[config.mk]
export PLATFORM = sky130hd
export DESIGN_NAME = can_bit_timer
export DESIGN_NICKNAME = d
export VERILOG_FILES = /design/src/rtl/can_bt_pkg.sv /design/src/rtl/cbt_rx_sync.sv /design/src/rtl/cbt_tq_gen.sv /design/src/rtl/cbt_seg_fsm.sv /design/src/rtl/can_bit_timer.sv
export SDC_FILE = /design/constraint.sdc
export NUM_CORES = 1
export LEC_CHECK = 0
export BUFFER_PORTS_ARGS = -buffer_cell sky130_fd_sc_hd__buf_4
export CORE_MARGIN = 3
export CORE_UTILIZATION = 49
export DETAILED_ROUTE_END_ITERATION = 8
export PLACE_DENSITY_LB_ADDON = 0.3
export SYNTH_ARGS = -nofsm -noshare
export SYNTH_HDL_FRONTEND = slang
export SYNTH_SLANG_ARGS = --single-unit
export TNS_END_PERCENT = 1
[constraint.sdc]
create_clock -name clk -period 11.2 [get_ports clk]
set_clock_uncertainty 0.1 [all_clocks]
set_input_delay 1.12 -clock clk [delete_from_list [all_inputs] [get_ports clk]]
set_output_delay 1.12 -clock clk [all_outputs]
set_load 0.01 [all_outputs]
[src/rtl/can_bt_pkg.sv]
package can_bt_pkg;
  // Bit segment currently being timed
  typedef enum logic [1:0] {
    SEG_SYNC = 2'd0,
    SEG_TS1  = 2'd1,
    SEG_TS2  = 2'd2
  } seg_e;
endpackage

[src/rtl/cbt_rx_sync.sv]
module cbt_rx_sync #(
  parameter int STAGES = 2
) (
  input  logic clk,
  input  logic rst,
  input  logic rx_in,
  output logic rx_s,
  output logic rx_fall
);
  logic [STAGES-1:0] chain_q;
  logic              prev_q;

  generate
    if (STAGES == 1) begin : g_one
      always_ff @(posedge clk) begin
        if (rst) chain_q <= '1;
        else     chain_q <= rx_in;
      end
    end else begin : g_many
      always_ff @(posedge clk) begin
        if (rst) chain_q <= '1;
        else     chain_q <= {chain_q[STAGES-2:0], rx_in};
      end
    end
  endgenerate

  always_ff @(posedge clk) begin
    if (rst) prev_q <= 1'b1;
    else     prev_q <= chain_q[STAGES-1];
  end

  assign rx_s    = chain_q[STAGES-1];
  assign rx_fall = prev_q & ~rx_s;
endmodule

[src/rtl/cbt_tq_gen.sv]
module cbt_tq_gen #(
  parameter int BRP_W = 8
) (
  input  logic             clk,
  input  logic             rst,
  input  logic [BRP_W-1:0] brp,
  input  logic             restart,
  output logic             tick
);
  logic [BRP_W-1:0] cnt_q;

  assign tick = (cnt_q >= brp);

  always_ff @(posedge clk) begin
    if (rst || restart) cnt_q <= '0;
    else if (tick)      cnt_q <= '0;
    else                cnt_q <= cnt_q + BRP_W'(1);
  end

  // the divider never runs past the programmed prescaler
  p_cnt_bound_r1: assert property (@(posedge clk) disable iff (rst)
    cnt_q <= brp);
endmodule

[src/rtl/cbt_seg_fsm.sv]
module cbt_seg_fsm
  import can_bt_pkg::*;
#(
  parameter int SEG1_W = 4,
  parameter int SEG2_W = 3,
  parameter int SJW_W  = 2,
  parameter int LEN_W  = 6
) (
  input  logic              clk,
  input  logic              rst,
  input  logic [SEG1_W-1:0] cfg_ts1,
  input  logic [SEG2_W-1:0] cfg_ts2,
  input  logic [SJW_W-1:0]  cfg_sjw,
  input  logic              tick,
  input  logic              rx_s,
  input  logic              rx_fall,
  input  logic              hard_sync_req,
  input  logic              tx_bit,
  output logic              tx_out,
  output logic              rx_bit,
  output logic              sample_stb,
  output logic              bit_start_stb
);
  seg_e             seg_q;
  logic [LEN_W-1:0] q_q, ts1_len_q, ts2_len_q;
  logic [LEN_W-1:0] ts1_base, ts2_base, sjw_len;
  logic [LEN_W-1:0] e1, e2, adj1, adj2, ts1_eff, ts2_eff;
  logic             done_q, hs, rs_ok;

  assign ts1_base = LEN_W'(cfg_ts1) + LEN_W'(1);
  assign ts2_base = LEN_W'(cfg_ts2) + LEN_W'(1);
  assign sjw_len  = LEN_W'(cfg_sjw) + LEN_W'(1);
  assign hs       = rx_fall & hard_sync_req;
  assign rs_ok    = rx_fall & ~hard_sync_req & ~done_q & tx_out;

  // Phase error in quanta and its jump-width-limited correction
  always_comb begin
    e1      = q_q + LEN_W'(1);
    e2      = ts2_len_q - q_q - LEN_W'(1);
    adj1    = (e1 < sjw_len) ? e1 : sjw_len;
    adj2    = (e2 < sjw_len) ? e2 : sjw_len;
    ts1_eff = ts1_len_q;
    ts2_eff = ts2_len_q;
    if (rs_ok && seg_q == SEG_TS1) ts1_eff = ts1_len_q + adj1;
    if (rs_ok && seg_q == SEG_TS2) ts2_eff = ts2_len_q - adj2;
  end

  always_ff @(posedge clk) begin
    if (rst) begin
      seg_q         <= SEG_SYNC;
      q_q           <= '0;
      ts1_len_q     <= ts1_base;
      ts2_len_q     <= ts2_base;
      done_q        <= 1'b0;
      tx_out        <= 1'b1;
      rx_bit        <= 1'b1;
      sample_stb    <= 1'b0;
      bit_start_stb <= 1'b0;
    end else begin
      sample_stb    <= 1'b0;
      bit_start_stb <= 1'b0;
      if (hs) begin
        seg_q     <= SEG_SYNC;
        q_q       <= '0;
        ts1_len_q <= ts1_base;
        ts2_len_q <= ts2_base;
        done_q    <= 1'b1;
      end else begin
        if (rs_ok) begin
          done_q <= 1'b1;
          if (seg_q == SEG_TS1) ts1_len_q <= ts1_eff;
          if (seg_q == SEG_TS2) ts2_len_q <= ts2_eff;
        end
        if (tick) begin
          unique case (seg_q)
            SEG_SYNC: begin
              seg_q <= SEG_TS1;
              q_q   <= '0;
            end
            SEG_TS1: begin
              if (q_q >= ts1_eff - LEN_W'(1)) begin
                seg_q      <= SEG_TS2;
                q_q        <= '0;
                sample_stb <= 1'b1;
                rx_bit     <= rx_s;
              end else begin
                q_q <= q_q + LEN_W'(1);
              end
            end
            SEG_TS2: begin
              if (q_q >= ts2_eff - LEN_W'(1)) begin
                seg_q         <= SEG_SYNC;
                q_q           <= '0;
                bit_start_stb <= 1'b1;
                tx_out        <= tx_bit;
                ts1_len_q     <= ts1_base;
                ts2_len_q     <= ts2_base;
                done_q        <= 1'b0;
              end else begin
                q_q <= q_q + LEN_W'(1);
              end
            end
            default: begin
              seg_q <= SEG_SYNC;
              q_q   <= '0;
            end
          endcase
        end
      end
    end
  end

  // sample point and bit boundary never share a cycle
  p_stb_excl_r2: assert property (@(posedge clk) disable iff (rst)
    !(sample_stb && bit_start_stb));

  // the transmit line only moves on a bit boundary
  p_tx_hold_r3: assert property (@(posedge clk) disable iff (rst)
    (tx_out != $past(tx_out)) |-> bit_start_stb);

  // the sync segment lasts exactly one quantum
  p_sync_one_tq_r4: assert property (@(posedge clk) disable iff (rst)
    (seg_q == SEG_SYNC && tick && !hs) |=> (seg_q == SEG_TS1));

  // stretched first segment stays within the jump width
  p_ts1_limit_r5: assert property (@(posedge clk) disable iff (rst)
    ts1_len_q <= ts1_base + sjw_len);

  // shortened second segment loses at most the jump width
  p_ts2_floor_r6: assert property (@(posedge clk) disable iff (rst)
    (ts2_len_q + sjw_len >= ts2_base) && (ts2_len_q != '0));

  // a segment length changes inside a bit only if no correction was made yet
  p_one_adj_r7: assert property (@(posedge clk) disable iff (rst)
    (seg_q == SEG_TS1 && $past(seg_q) == SEG_TS1 && ts1_len_q != $past(ts1_len_q))
      |-> !$past(done_q));

  // no stretch while the node drives dominant
  p_no_adj_dom_r8: assert property (@(posedge clk) disable iff (rst)
    (ts1_len_q > $past(ts1_len_q)) |-> $past(tx_out));
endmodule

[src/rtl/can_bit_timer.sv]
module can_bit_timer #(
  parameter int BRP_W     = 8,
  parameter int SEG1_W    = 4,
  parameter int SEG2_W    = 3,
  parameter int SJW_W     = 2,
  parameter int RX_STAGES = 2
) (
  input  logic              clk,
  input  logic              rst,
  input  logic [BRP_W-1:0]  cfg_brp,
  input  logic [SEG1_W-1:0] cfg_ts1,
  input  logic [SEG2_W-1:0] cfg_ts2,
  input  logic [SJW_W-1:0]  cfg_sjw,
  input  logic              rx_in,
  input  logic              hard_sync_req,
  input  logic              tx_bit,
  output logic              tx_out,
  output logic              rx_bit,
  output logic              sample_stb,
  output logic              bit_start_stb
);
  localparam int SEG_MAX_W = (SEG1_W > SEG2_W) ? SEG1_W : SEG2_W;
  localparam int LEN_W     = ((SEG_MAX_W > SJW_W) ? SEG_MAX_W : SJW_W) + 2;

  logic rx_s, rx_fall, tick, restart;

  assign restart = rx_fall & hard_sync_req;

  cbt_rx_sync #(.STAGES(RX_STAGES)) u_rx_sync (
    .clk     (clk),
    .rst     (rst),
    .rx_in   (rx_in),
    .rx_s    (rx_s),
    .rx_fall (rx_fall)
  );

  cbt_tq_gen #(.BRP_W(BRP_W)) u_tq_gen (
    .clk     (clk),
    .rst     (rst),
    .brp     (cfg_brp),
    .restart (restart),
    .tick    (tick)
  );

  cbt_seg_fsm #(
    .SEG1_W (SEG1_W),
    .SEG2_W (SEG2_W),
    .SJW_W  (SJW_W),
    .LEN_W  (LEN_W)
  ) u_seg_fsm (
    .clk           (clk),
    .rst           (rst),
    .cfg_ts1       (cfg_ts1),
    .cfg_ts2       (cfg_ts2),
    .cfg_sjw       (cfg_sjw),
    .tick          (tick),
    .rx_s          (rx_s),
    .rx_fall       (rx_fall),
    .hard_sync_req (hard_sync_req),
    .tx_bit        (tx_bit),
    .tx_out        (tx_out),
    .rx_bit        (rx_bit),
    .sample_stb    (sample_stb),
    .bit_start_stb (bit_start_stb)
  );
endmodule

# After elaboration in Yosys (flattened, before gate mapping)
# Cells that the tools add are included.
# op_classes
n_mux	31
n_lt_le_gt_ge	5
addsub	11
reduce_logical	11
n_bitwise	12
n_eq_ne	4
# ops
op	count
6-bit two-way mux	20
6-bit by 1-bit subtractor with 6-bit output, second input constant	3
6-bit greater-or-equal comparator	2
6-bit less-than comparator	2
6-bit case mux with 2 select lines	1
6-bit subtractor	2
8-bit by 1-bit adder with 8-bit output, second input constant	1
8-bit greater-or-equal comparator	1
4-bit AND reduction	2
4-bit OR reduction	2
1-bit two-way mux	7
1-bit NOT	7
6-bit by 1-bit adder with 6-bit output, second input constant	1
6-bit adder	1
2-bit case mux with 3 select lines	1
4-bit by 1-bit adder with 5-bit output, second input constant	1
1-bit bitwise AND	5
3-bit by 1-bit adder with 4-bit output, second input constant	1
2-bit two-way mux	2
2-bit != test, second input constant	2
2-bit OR reduction	2
2-bit by 1-bit adder with 3-bit output, second input constant	1
3-bit AND reduction	1
2-bit by 1-bit == test with 1-bit output, second input constant	1
4 further kinds	5
# totals
word_cells	86
out_inout_bits	4
reg_bits	36
input_bits	22

# Depth between registers and ports, before layout
# Gate-level depths: netlist of the first run.
# depth
depth_word	14
mapped_depth	28
mapped_depth_nobuf	27

# Cells and area by module
# A second synthesis of the first run with hierarchy kept.
# unflattened
hier_cells	338
area_unflattened_um2	2985.4
# modules_own_cells
module	area_each_um2	instances	cells_per_inst	seq_area_each_um2
cbt_seg_fsm	2344.7	1	271	500.5
cbt_tq_gen	549.3	1	59	160.2
cbt_rx_sync	85.1	1	7	60.1
can_bit_timer	6.3	1	1	0.0

# Worst setup path after synthesis of the first run
# OpenSTA, ideal clock, no wires.
# synth_path
kind	input port to flip-flop
startpoint	in cfg_sjw[0]
endpoint	reg u_seg_fsm.ts1_len_q[2]
setup_time_ps	72
t_arrival_ps	5226
path_stages	25
n_path_buf	1
slack_ps	5802
t_required_ps	11028
cell_sequence	ha_1 -> inv_1 -> ha_1 -> o21ai_0 -> nand2b_1 -> a21oi_1 -> o21ai_0 -> nor3_2 -> mux2i_1 -> ha_1 -> inv_1 -> fa_1 -> a21o_1 -> a21oi_1 -> xnor2_1 -> mux2i_1 -> nand3b_1 -> xnor2_1 -> ha_1 -> nand3_1 -> o21ai_0 -> nand2_1 -> o21ai_2 -> buf_6 -> mux2i_1
# synth_via
elab_chain_len	12
word_cells_on_any_way	18
cone_classes	add/sub (4); order compare (3); mux (11)
# synth_lines
element	line_no	source
start, declared	can_bit_timer.sv:13	input logic [SJW_W-1:0] cfg_sjw,
2-bit by 1-bit adder with 3-bit output (*)	cbt_seg_fsm.sv:32	assign sjw_len = LEN_W'(cfg_sjw) + LEN_W'(1);
6-bit less-than comparator, on equally long branches	cbt_seg_fsm.sv:41, cbt_seg_fsm.sv:40	
6-bit two-way mux, on equally long branches	cbt_seg_fsm.sv:41, cbt_seg_fsm.sv:40	
6-bit subtractor / 6-bit adder (equally long branches)	cbt_seg_fsm.sv:45, cbt_seg_fsm.sv:44	
6-bit two-way mux, on equally long branches	cbt_seg_fsm.sv:45, cbt_seg_fsm.sv:44	
6-bit by 1-bit subtractor with 6-bit output / 6-bit two-way mux (equally long branches)	cbt_seg_fsm.sv:91, cbt_seg_fsm.sv:71	
6-bit greater-or-equal comparator / 6-bit two-way mux (equally long branches)	cbt_seg_fsm.sv:91, cbt_seg_fsm.sv:69	
6-bit two-way mux	cbt_seg_fsm.sv:91	if (q_q >= ts2_eff - LEN_W'(1)) begin
6-bit two-way mux	cbt_seg_fsm.sv:75	unique case (seg_q)
6-bit two-way mux (*)	cbt_seg_fsm.sv:74	if (tick) begin
6-bit two-way mux (*)	cbt_seg_fsm.sv:62	if (hs) begin
6-bit two-way mux (*)	cbt_seg_fsm.sv:49	if (rst) begin
end signal, assigned	cbt_seg_fsm.sv:52	ts1_len_q <= ts1_base;
end signal, assigned	cbt_seg_fsm.sv:65	ts1_len_q <= ts1_base;
end signal, assigned	cbt_seg_fsm.sv:71	if (seg_q == SEG_TS1) ts1_len_q <= ts1_eff;
end, declared	cbt_seg_fsm.sv:25	logic [LEN_W-1:0] q_q, ts1_len_q, ts2_len_q;
# Mark *: on every way between the ends. The rest lies on a longest branch, timed or not.
# A chain may end at the register's enable or synchronous reset.

# Worst setup path after layout of the first run
# layout_path
startpoint	reg u_seg_fsm.q_q[0]
endpoint	reg u_seg_fsm.ts1_len_q[3]
# layout_via
elab_chain_len	13
word_cells_on_any_way	20
cone_classes	add/sub (6); order compare (3); mux (11)
# layout_lines
element	line_no	source
start, declared	cbt_seg_fsm.sv:25	
start signal, assigned	cbt_seg_fsm.sv:87	q_q <= q_q + LEN_W'(1);
start signal, assigned	cbt_seg_fsm.sv:100	q_q <= q_q + LEN_W'(1);
6-bit subtractor	cbt_seg_fsm.sv:39	e2 = ts2_len_q - q_q - LEN_W'(1);
6-bit by 1-bit subtractor with 6-bit output	cbt_seg_fsm.sv:39	
6-bit less-than comparator	cbt_seg_fsm.sv:41	adj2 = (e2 < sjw_len) ? e2 : sjw_len;
6-bit two-way mux	cbt_seg_fsm.sv:41	
6-bit subtractor	cbt_seg_fsm.sv:45	if (rs_ok && seg_q == SEG_TS2) ts2_eff = ts2_len_q - adj2;
6-bit two-way mux	cbt_seg_fsm.sv:45	
6-bit by 1-bit subtractor with 6-bit output	cbt_seg_fsm.sv:91	
6-bit greater-or-equal comparator	cbt_seg_fsm.sv:91	
6-bit two-way mux	cbt_seg_fsm.sv:91	
6-bit two-way mux	cbt_seg_fsm.sv:75	
6-bit two-way mux (*)	cbt_seg_fsm.sv:74	
6-bit two-way mux (*)	cbt_seg_fsm.sv:62	
6-bit two-way mux (*)	cbt_seg_fsm.sv:49	
# Marks and branches as above.

==> qor.yml, run 1 <==
setup_path:
  reg2regPathDepth: 27
  worstSetupStartpoint: "u_seg_fsm.q_q[0]"
  cp-start-kind: "register"
  crit_fanout: 12
  critPathSlowestCell: "o21ai_2"
  rrSetupSlack_ns: 4.87
  arrival_ns: 6.45
  cp.required_ns: 11.32
  reg2reg_from: "u_seg_fsm.q_q[0]"
  critPathKind: "register to register"
  worstSetupPathDepth: 27
  end_kind: "register"
  cp_top_family: "adder cells"
  worstReg2RegEnd: "u_seg_fsm.ts1_len_q[3]"
  cpPeakStageDelay_ns: 0.66
  cp_num_buf_inv: 4
  cp-endpoint: "u_seg_fsm.ts1_len_q[3]"
die:
  dieArea_um2: 7120
  ios: 26
  die_y_um: 84.4
  rows: 27
  die_w_um: 84.4
  start_util_pct: 52.7
  core_um2: 5710
power:
  cellPowerDensity_nw_per_um2: 110
  leakagePower_uw: 0.00158
  peakVddDrop_mv: 0.108
place:
  place.gp.congestion: 0.835
  io_buffer_count: 25
  dp_cells: 435
  dp_hpwl_mm: 5.07
clock_tree:
  ctsResizeCount: 0
  cts_buffer_depth: 2
  clock-root-buffer: "clkbuf_8"
  cts_setup_buffers: 0
  htree_levels: 2
  insertion_delay_ns: 0.29
  ctsHoldBuffers: 0
  cts_sinks: 36
  path_clk_slew_ns: 0.08
  cts_inserted_buffers: 5
  cts_tree: "built"
synth:
  async_flop_share_pct: 0
  yosysTopAreaCellShare_pct: 24.0
  synthTopCellsByArea: "dfxtp_1 24%, ha_1 21%, mux2i_1 7.0%"
  syn_avg_cell_area_um2: 8.82
  synth_common_cells: "50 x ha_1, 36 x dfxtp_1, 31 x inv_1, 27 x nor2_1, 21 x mux2i_1"
  synth_edf_count: 0
  yosysWarningCount: 0
  ys_ff_latch: 36
  synthCells: 341
  synth_area_um2: 3010
  yosys.area.top_type: "dfxtp_1"
  yosysUniqueCellTypes: 49
  synth_seq_area_share_pct: 24.0
  synth.most_common_cell: "ha_1"
  ys.flop_type: "dfxtp_1"
global_route:
  grt_max_degree: 15
  grt_pass1_vias: 2475
  gr-total-overflow: 0
  grt_first_pass_wirelength_mm: 10.9
  grtUsageTotal_pct: 18.4
  antenna_found_initial: 0
job:
  cap_violations: 0
outcome:
  outcome: "finished clean"
route:
  firstDrtPassIters: 4
  routed_wl_mm: 6.28
  ant_nets: 0
  drc: 0
  vias: 2440
  drt_iter0_markers: 142
  viasPerCell: 5.51
  wl_per_cell_um: 14.2
timing:
  hold_ws_ns: 0.312
  fin_tns_setup_ns: 0
  worst_slew_pin_slew_ns: 0.870
  drv_slew: 0
  fin_crit_sh_pct: 56.5
  setup_viol_count_final: 0
  slew_headroom_pct: 41.8
  hold_viol: 0
  post-route-min-period_ns: 6.33
  fmax_ghz: 0.158
  rsz0062_at_grt: "no"
finish:
  syn_to_final_growth_pct: 12.2
  fin_util_pct: 59.1
  stdcell_count: 443
  insertedDiodeCount: 0
  layout.nets: 445
  drive_above_1_share_pct: 13.5
worst_hold_path:
  hold_path_class: "register to register"
[logic make-up (layout without fill, tap and decap cells)]
group / count (synthesis) / in the layout / synth area share, %
AO/OA/AOI/OAI: 61 / 61 / 14.2
XOR/XNOR: 30 / 30 / 8.73
adder cells (fa/ha/maj): 53 / 53 / 22.8
buffers and inverters: 36 / 64 / 4.82
flip-flops: 36 / 36 / 24.0
multiplexers: 23 / 23 / 7.73
other: 2 / 4 / 0.250
AND/OR/NAND/NOR: 100 / 100 / 17.5
[worst reg2reg max path, delay by kind of cell, from the launching register on]
kind | cells | cell delay (ns)
flops | 1 | 0.37
simple gates | 5 | 0.76
mux | 3 | 0.79
xor+xnor | 2 | 0.25
compound gates | 7 | 1.66
fa+ha+maj | 6 | 1.92
buf+inv | 4 | 0.43
[stage by stage]
| stage | power, uW | setup WS (ns) | instance area, um^2 |
|---|---|---|---|
| after global placement | 254 | 5.06 | 3270 |
| after floorplan | 230 | 5.80 | 3020 |
| final | 372 | 4.87 | 3380 |
| after global routing | 397 | 4.40 | 3380 |
| after detailed placement | 259 | 4.65 | 3270 |
| after CTS | 374 | 4.85 | 3380 |
[cell usage in the layout (no fill, tap or decap), drive strengths merged, types with 3 or more instances in the layout]
| cell | netlist | final |
|---|---|---|
| nand4 | 6 | 6 |
| fa | 3 | 3 |
| ha | 50 | 50 |
| o21ai | 13 | 13 |
| o211ai | 3 | 3 |
| conb | 2 | 4 |
| a211oi | 6 | 6 |
| mux2i | 21 | 21 |
| nor2 | 27 | 27 |
| nand3 | 19 | 19 |
| a21oi | 14 | 14 |
| a31oi | 5 | 5 |
| xnor2 | 18 | 18 |
| nand2b | 6 | 6 |
| nor3 | 11 | 11 |
| and3 | 4 | 4 |
| inv | 31 | 31 |
| a21o | 9 | 9 |
| buf | 3 | 25 |
| xor2 | 12 | 12 |
| dfxtp | 36 | 36 |
| nand2 | 14 | 14 |
| clkbuf | 2 | 5 |
| or2 | 3 | 3 |
[per-layer routing]
layer,routed length [um],vias up,part of all wire [%],GRT usage (%)
met5,0,-,0,0
met4,76,0,1.2,4.46
met3,215,8,3.4,2.94
met2,3120,38,50,32.9
met1,2870,1137,46,23.1
li1,-,1257,-,-
[worst min path at each step]
stage | start | end | cells after the start
after global placement | u_rx_sync.chain_q[0] | u_rx_sync.chain_q[1] | 1
after detailed placement | u_rx_sync.chain_q[0] | u_rx_sync.chain_q[1] | 1
after global routing | u_rx_sync.chain_q[0] | u_rx_sync.chain_q[1] | 1
after CTS | u_rx_sync.chain_q[0] | u_rx_sync.chain_q[1] | 1
after floorplan | u_rx_sync.chain_q[0] | u_rx_sync.chain_q[1] | 1
final | u_rx_sync.chain_q[0] | u_rx_sync.chain_q[1] | 1
[cell type report]
cell class	instances	area (um^2)
Timing Repair Buffer	25	188
Fill cell	538	2330
Sequential cell	36	721
Tap cell	72	90.1
Inverter	31	116
Multi-Input combinational cell	271	2150
Clock inverter	3	42.5
Clock buffer	5	68.8
[power by group]
group	leakage [uW]	switching [uW]	internal (uW)	total (uW)
Clock	0.0000541	48.7	65.9	115
Sequential	0.000294	6.53	134	140
Combinational	0.00123	62.5	54.0	117
[sequential cells by signal (all words and copies together), names as in the netlist]
signal / cells
u_seg_fsm.seg_q: 2
u_seg_fsm.ts2_len_q: 6
u_seg_fsm.tx_out: 1
u_seg_fsm.done_q: 1
u_rx_sync.chain_q: 2
u_seg_fsm.rx_bit: 1
u_seg_fsm.ts1_len_q: 6
u_seg_fsm.q_q: 6
u_seg_fsm.bit_start_stb: 1
u_rx_sync.prev_q: 1
u_tq_gen.cnt_q: 8
u_seg_fsm.sample_stb: 1
No activity file was read; power rests on OpenSTA's default activity.
==> inputs of run 2 (changes only) <==
Settings changed: ABC_AREA from default to 1.
Clock period 11.2 ns to 5.4 ns, I/O delays scaled along.
==> run 2 against run 1 <==
  * Synthesized cell count up 41%
  * Area after synthesis up 13%
  * Wire length up 11%
  * Sequential cell count unchanged
  * Maximum frequency up 25%
  * Sequential power up 110%
  * Die area up 12%
  * Critical path depth up 6
  * First-iteration DRC count down 15%
  * Worst hold slack better by 0.0017 ns
  * Worst setup slack worse by 4.5 ns
  * Critical endpoint is now u_seg_fsm.q_q[0]
==> qor.yml, run 2 <==
clock_tree:
  htree_levels: 2
  insertion_delay_ns: 0.29
  cts_tree: "built"
  cts_sinks: 36
  clock-root-buffer: "clkbuf_8"
  path_clk_slew_ns: 0.08
  cts_inserted_buffers: 5
  cts_buffer_depth: 2
die:
  die_y_um: 89.2
  dieArea_um2: 7960
  rows: 29
  start_util_pct: 52.0
  core_um2: 6530
  die_w_um: 89.2
  ios: 26
timing:
  fmax_ghz: 0.198
  setup_viol_count_final: 0
  fin_crit_sh_pct: 93.6
  post-route-min-period_ns: 5.06
  hold_viol: 0
  drv_slew: 0
  fin_ws_ns: 0.345
worst_hold_path:
  holdCritStartpoint: "u_rx_sync.chain_q[0]"
  hold_path_class: "register to register"
  whs_endpoint: "u_rx_sync.chain_q[1]"
  min_path_cells: 1
power:
  cellPowerDensity_nw_per_um2: 210
  peakVddDrop_mv: 0.232
  leakagePower_uw: 0.00210
route:
  drc: 0
  routed_wl_mm: 6.96
  viasPerCell: 5.12
  firstDrtPassIters: 4
  ant_nets: 0
  vias: 3064
  wl_per_cell_um: 11.6
  drt_iter0_markers: 120
synth:
  yosysTopAreaCellShare_pct: 21.2
  ys.flop_type: "dfxtp_1"
  async_flop_share_pct: 0
  syn_avg_cell_area_um2: 7.04
  synth_common_cells: "128 x nand2_1, 76 x inv_1, 50 x ha_1, 39 x nand3_1"
  synthCells: 482
  synth_area_um2: 3390
  synth_edf_count: 0
  ys_ff_latch: 36
  yosysUniqueCellTypes: 41
  yosys.area.top_type: "dfxtp_1"
  synth_seq_area_share_pct: 21.2
  synthTopCellsByArea: "dfxtp_1 21%, ha_1 18%, nand2_1 14%"
  synth.most_common_cell: "nand2_1"
  yosysWarningCount: 0
finish:
  layout.nets: 596
  syn_to_final_growth_pct: 13.2
  final_common_cell: "nand2_1"
  final_cell_mix: "128 x nand2_1, 74 x inv_1, 48 x ha_1"
  drive_above_1_share_pct: 17.4
  regMostFlops: "u_tq_gen.cnt_q"
  fin_util_pct: 58.8
  insertedDiodeCount: 0
  fillers: 602
  largest_reg_flops: 8
global_route:
  grtUsageTotal_pct: 18.8
  grt_first_pass_wirelength_mm: 11.7
  gr-total-overflow: 0
  grt_max_degree: 19
  antenna_found_initial: 0
  grt_pass1_vias: 2683
setup_path:
  arrival_ns: 5.19
  crit_fanout: 6
  end_kind: "register"
  reg2regPathDepth: 33
  worst_path_most_repeated_cell: "nand2_1"
  cp-start-kind: "register"
  cp.required_ns: 5.54
  worstReg2RegEnd: "u_seg_fsm.q_q[0]"
  reg2reg_from: "u_seg_fsm.q_q[0]"
  critPathSlowestCell: "fa_1"
  cpPeakStageDelay_ns: 0.47
  rrSetupSlack_ns: 0.34
  critPathKind: "register to register"
place:
  io_buffer_count: 25
  place_ws_ns: 0.126
  place.gp.congestion: 0.856
  dp_hpwl_mm: 5.73
job:
  cap_violations: 0
outcome:
  outcome: "finished clean"
run 2: cell types whose count changed after synthesis, moves of 6 or more:
cell | previous run | this run
a21o_1 | 9 | 2
inv_1 | 31 | 76
mux2i_1 | 21 | 0
nand2_1 | 14 | 128
nand2_2 | 0 | 6
nand2b_1 | 6 | 0
nand3_1 | 17 | 39
nor2_1 | 27 | 36
nor3_1 | 10 | 1
o21ai_2 | 2 | 9
xnor2_1 | 18 | 7
run 2: area by class of cell:
class | count | area [um^2] | share of cell area, %
Tap cell | 77 | 96.3 | 2.51
Clock inverter | 3 | 42.5 | 1.11
Multi-Input combinational cell | 364 | 2360 | 61.5
Inverter | 83 | 314 | 8.17
Sequential cell | 36 | 723 | 18.8
Clock buffer | 5 | 68.8 | 1.79
Timing Repair Buffer | 31 | 233 | 6.06
run 2: through the flow:
| stage | area, um^2 | std cells | hold slack [ns] | setup TNS, ns | total power (uW) |
|---|---|---|---|---|---|
| after floorplan | 3400 | 484 | 0.289 | 0 | 498 |
| after global placement | 3670 | 586 | 0.297 | 0 | 551 |
| after detailed placement | 3670 | 586 | 0.300 | 0 | 558 |
| after CTS | 3780 | 594 | 0.319 | 0 | 800 |
| after global routing | 3840 | 599 | 0.323 | -0.266 | 870 |
| final | 3840 | 599 | 0.313 | 0 | 808 |
run 2: critical path, delay by kind of cell, from the launching register on:
family          cells  cell delay (ns)
simple gates       16             1.72
compound gates      4             0.33
flops               1             0.35
fa+ha+maj           7             1.99
buf+inv             5             0.33
xor+xnor            1             0.18
run 2: worst max-delay path by stage:
| stage | endpoint | cells after the start | start | slack, ns |
|---|---|---|---|---|
| 2_1_floorplan | u_seg_fsm.ts2_len_q[3] | 32 | u_seg_fsm.q_q[0] | 0.63 |
| 3_3_place_gp | u_seg_fsm.ts2_len_q[0] | 32 | u_seg_fsm.q_q[0] | 0.23 |
| 3_5_place_dp | u_seg_fsm.ts2_len_q[0] | 32 | u_seg_fsm.q_q[0] | 0.13 |
| 4_1_cts | u_seg_fsm.q_q[2] | 32 | u_seg_fsm.q_q[0] | 0.11 |
| 5_1_grt | u_seg_fsm.q_q[0] | 33 | u_seg_fsm.q_q[0] | -0.07 |
| 6_report | u_seg_fsm.q_q[0] | 33 | u_seg_fsm.q_q[0] | 0.34 |
run 2: routing by layer:
| layer | up-vias | share of wire (%) | track usage (%) |
|---|---|---|---|
| met1 | 1388 | 47 | 24.1 |
| met4 | 0 | 1.6 | 5.41 |
| met5 | - | 0 | 0 |
| met3 | 12 | 3.2 | 2.76 |
| met2 | 51 | 49 | 32.6 |
| li1 | 1613 | - | - |
run 2: power breakdown:
| part | total, uW | switching (uW) | internal, uW |
|---|---|---|---|
| Clock | 241 | 105 | 137 |
| Sequential | 288 | 11.8 | 277 |
| Combinational | 278 | 162 | 116 |
run 2: logic make-up after synthesis:
kind of cell,Yosys count,synth area share (%)
AND/OR/NAND/NOR,248,35.7
adder cells (fa/ha/maj),53,20.2
XOR/XNOR,22,5.68
flip-flops,36,21.2
AO/OA/AOI/OAI,37,7.08
buffers and inverters,84,9.85
other,2,0.221
run 2: what timing repair did:
action | 4_1_cts | 5_1_grt
endpoints found under the setup margin | 0 | 23
hold buffers | 0 | 0
buffers inserted | 0 | 5
gates resized for setup | 0 | 12
==> inputs of run 3 (changes only) <==
Settings changed: REMOVE_ABC_BUFFERS from default to 1.
Clock period 5.4 ns to 5.8 ns, I/O delays scaled along.
==> run 3 against run 2 <==
  * Die area unchanged
  * Sequential share of layout area increased by 0.15 points
  * Utilization decreased by 0.67 points
  * Wire length decreased by 2.7%
  * Maximum frequency decreased by 2.8%
  * Cell count decreased by 0.67%
  * First-iteration DRC count increased by 11%
  * Combinational power decreased by 12%
  * Global-route usage decreased by 0.42 points
  * Worst setup slack improved by 0.25 ns
  * Sequential cell count unchanged
  * Critical path type unchanged
  * Highest routed layer unchanged
==> qor.yml, run 3 (same netlist as run 2, synthesis figures left out) <==
setup_path:
  crit_fanout: 6
  end_kind: "register"
  arrival_ns: 5.29
  rrSetupSlack_ns: 0.60
  worst_path_most_repeated_cell: "inv_1"
  reg2regPathDepth: 32
  critPathSlowestCell: "fa_1"
  worstReg2RegEnd: "u_seg_fsm.done_q"
  critPathKind: "register to register"
  cp-start-kind: "register"
  cpPeakStageDelay_ns: 0.47
  reg2reg_from: "u_seg_fsm.q_q[0]"
  cp.required_ns: 5.89
timing:
  post-route-min-period_ns: 5.20
  hold_viol: 0
  fmax_ghz: 0.192
  fin_tns_setup_ns: 0
  drv_slew: 0
  rsz0062_at_grt: "no"
  setup_viol_count_final: 0
  fin_crit_sh_pct: 89.7
clock_tree:
  cts_inserted_buffers: 5
  clock-root-buffer: "clkbuf_8"
  cts_tree: "built"
  cts_sinks: 36
  insertion_delay_ns: 0.29
  htree_levels: 2
  path_clk_slew_ns: 0.08
  cts_buffer_depth: 2
finish:
  drive_above_1_share_pct: 15.4
  fin_util_pct: 58.2
  final_common_cell: "nand2_1"
  regMostFlops: "u_tq_gen.cnt_q"
  syn_to_final_growth_pct: 11.9
  stdcell_count: 595
  layout.nets: 592
  insertedDiodeCount: 0
  largest_reg_flops: 8
  final_cell_mix: "128 x nand2_1, 76 x inv_1, 50 x ha_1"
global_route:
  grtUsageTotal_pct: 18.4
  grt_first_pass_wirelength_mm: 11.6
  gr-total-overflow: 0
  grt_max_degree: 19
  antenna_found_initial: 0
  grt_pass1_vias: 2686
die:
  dieArea_um2: 7960
  rows: 29
  start_util_pct: 52.0
  die_y_um: 89.2
  core_um2: 6530
  die_w_um: 89.2
  ios: 26
route:
  wl_per_cell_um: 11.4
  drc: 0
  firstDrtPassIters: 4
  drt_iter0_markers: 133
  routed_wl_mm: 6.77
  viasPerCell: 4.98
  vias: 2966
  ant_nets: 0
job:
  cap_violations: 0
worst_hold_path:
  hold_path_class: "register to register"
  min_path_cells: 1
  holdCritStartpoint: "u_rx_sync.chain_q[0]"
  whs_endpoint: "u_rx_sync.chain_q[1]"
power:
  cellPowerDensity_nw_per_um2: 194
  peakVddDrop_mv: 0.120
  leakagePower_uw: 0.00208
place:
  dp_hpwl_mm: 5.60
  place.gp.congestion: 0.833
  dp_cells: 585
  io_buffer_count: 25
outcome:
  outcome: "finished clean"
run 3: worst max-delay path: cells and delay by family, from the launching register on:
kind	cells	cell delay [ns]
xor gates and xnor gates	1	0.08
adders and majority gates	7	2.05
buffers and inverters	7	0.63
and+or+nand+nor	11	1.09
DFF	1	0.36
AOI/OAI and AO/OA	6	0.80
run 3: cell type report:
cell class / instances / area [um^2]
timing repair buffer: 27 / 203
multi-input combinational: 364 / 2350
inverter: 83 / 314
tap: 77 / 96.3
sequential: 36 / 721
clock inverter: 3 / 42.5
fill: 621 / 2730
clock buffer: 5 / 68.8
run 3: per-layer routing:
metal	up-vias	part of all wire, %	GRT usage [%]
met2	48	47	32.1
met3	11	3.2	3.13
met4	0	1.7	5.82
met5	-	0	0
met1	1310	48	22.9
li1	1597	-	-
run 3: repair_timing:
item / 4_1_cts / 5_1_grt
endpoints found under the setup margin: 0 / 15
hold buffers: 0 / 0
gates resized for setup: 0 / 4
buffers inserted: 0 / 2
run 3: worst max-delay path by stage:
stage	from	endpoint	slack, ns
after global placement	u_seg_fsm.q_q[0]	u_seg_fsm.ts2_len_q[0]	0.62
after floorplan	u_seg_fsm.q_q[0]	u_seg_fsm.ts1_len_q[3]	1.04
after global routing	u_seg_fsm.q_q[0]	u_seg_fsm.ts1_len_q[3]	0.008
after detailed placement	u_seg_fsm.q_q[0]	u_seg_fsm.q_q[4]	0.54
after CTS	u_seg_fsm.q_q[0]	u_seg_fsm.q_q[4]	0.49
final	u_seg_fsm.q_q[0]	u_seg_fsm.done_q	0.60
run 3: power breakdown:
| group | internal (uW) | switching (uW) |
|---|---|---|
| Clock | 127 | 97.1 |
| Sequential | 258 | 10.9 |
| Combinational | 101 | 144 |
| Total | 486 | 252 |
run 3: stage by stage:
stage | hold WS (ns) | setup WS (ns) | power [uW] | area [um^2]
after floorplan | 0.289 | 1.04 | 461 | 3380
after global placement | 0.296 | 0.620 | 513 | 3660
after detailed placement | 0.297 | 0.538 | 518 | 3660
after CTS | 0.315 | 0.492 | 740 | 3780
after global routing | 0.328 | 0.00773 | 791 | 3800
final | 0.313 | 0.597 | 737 | 3800
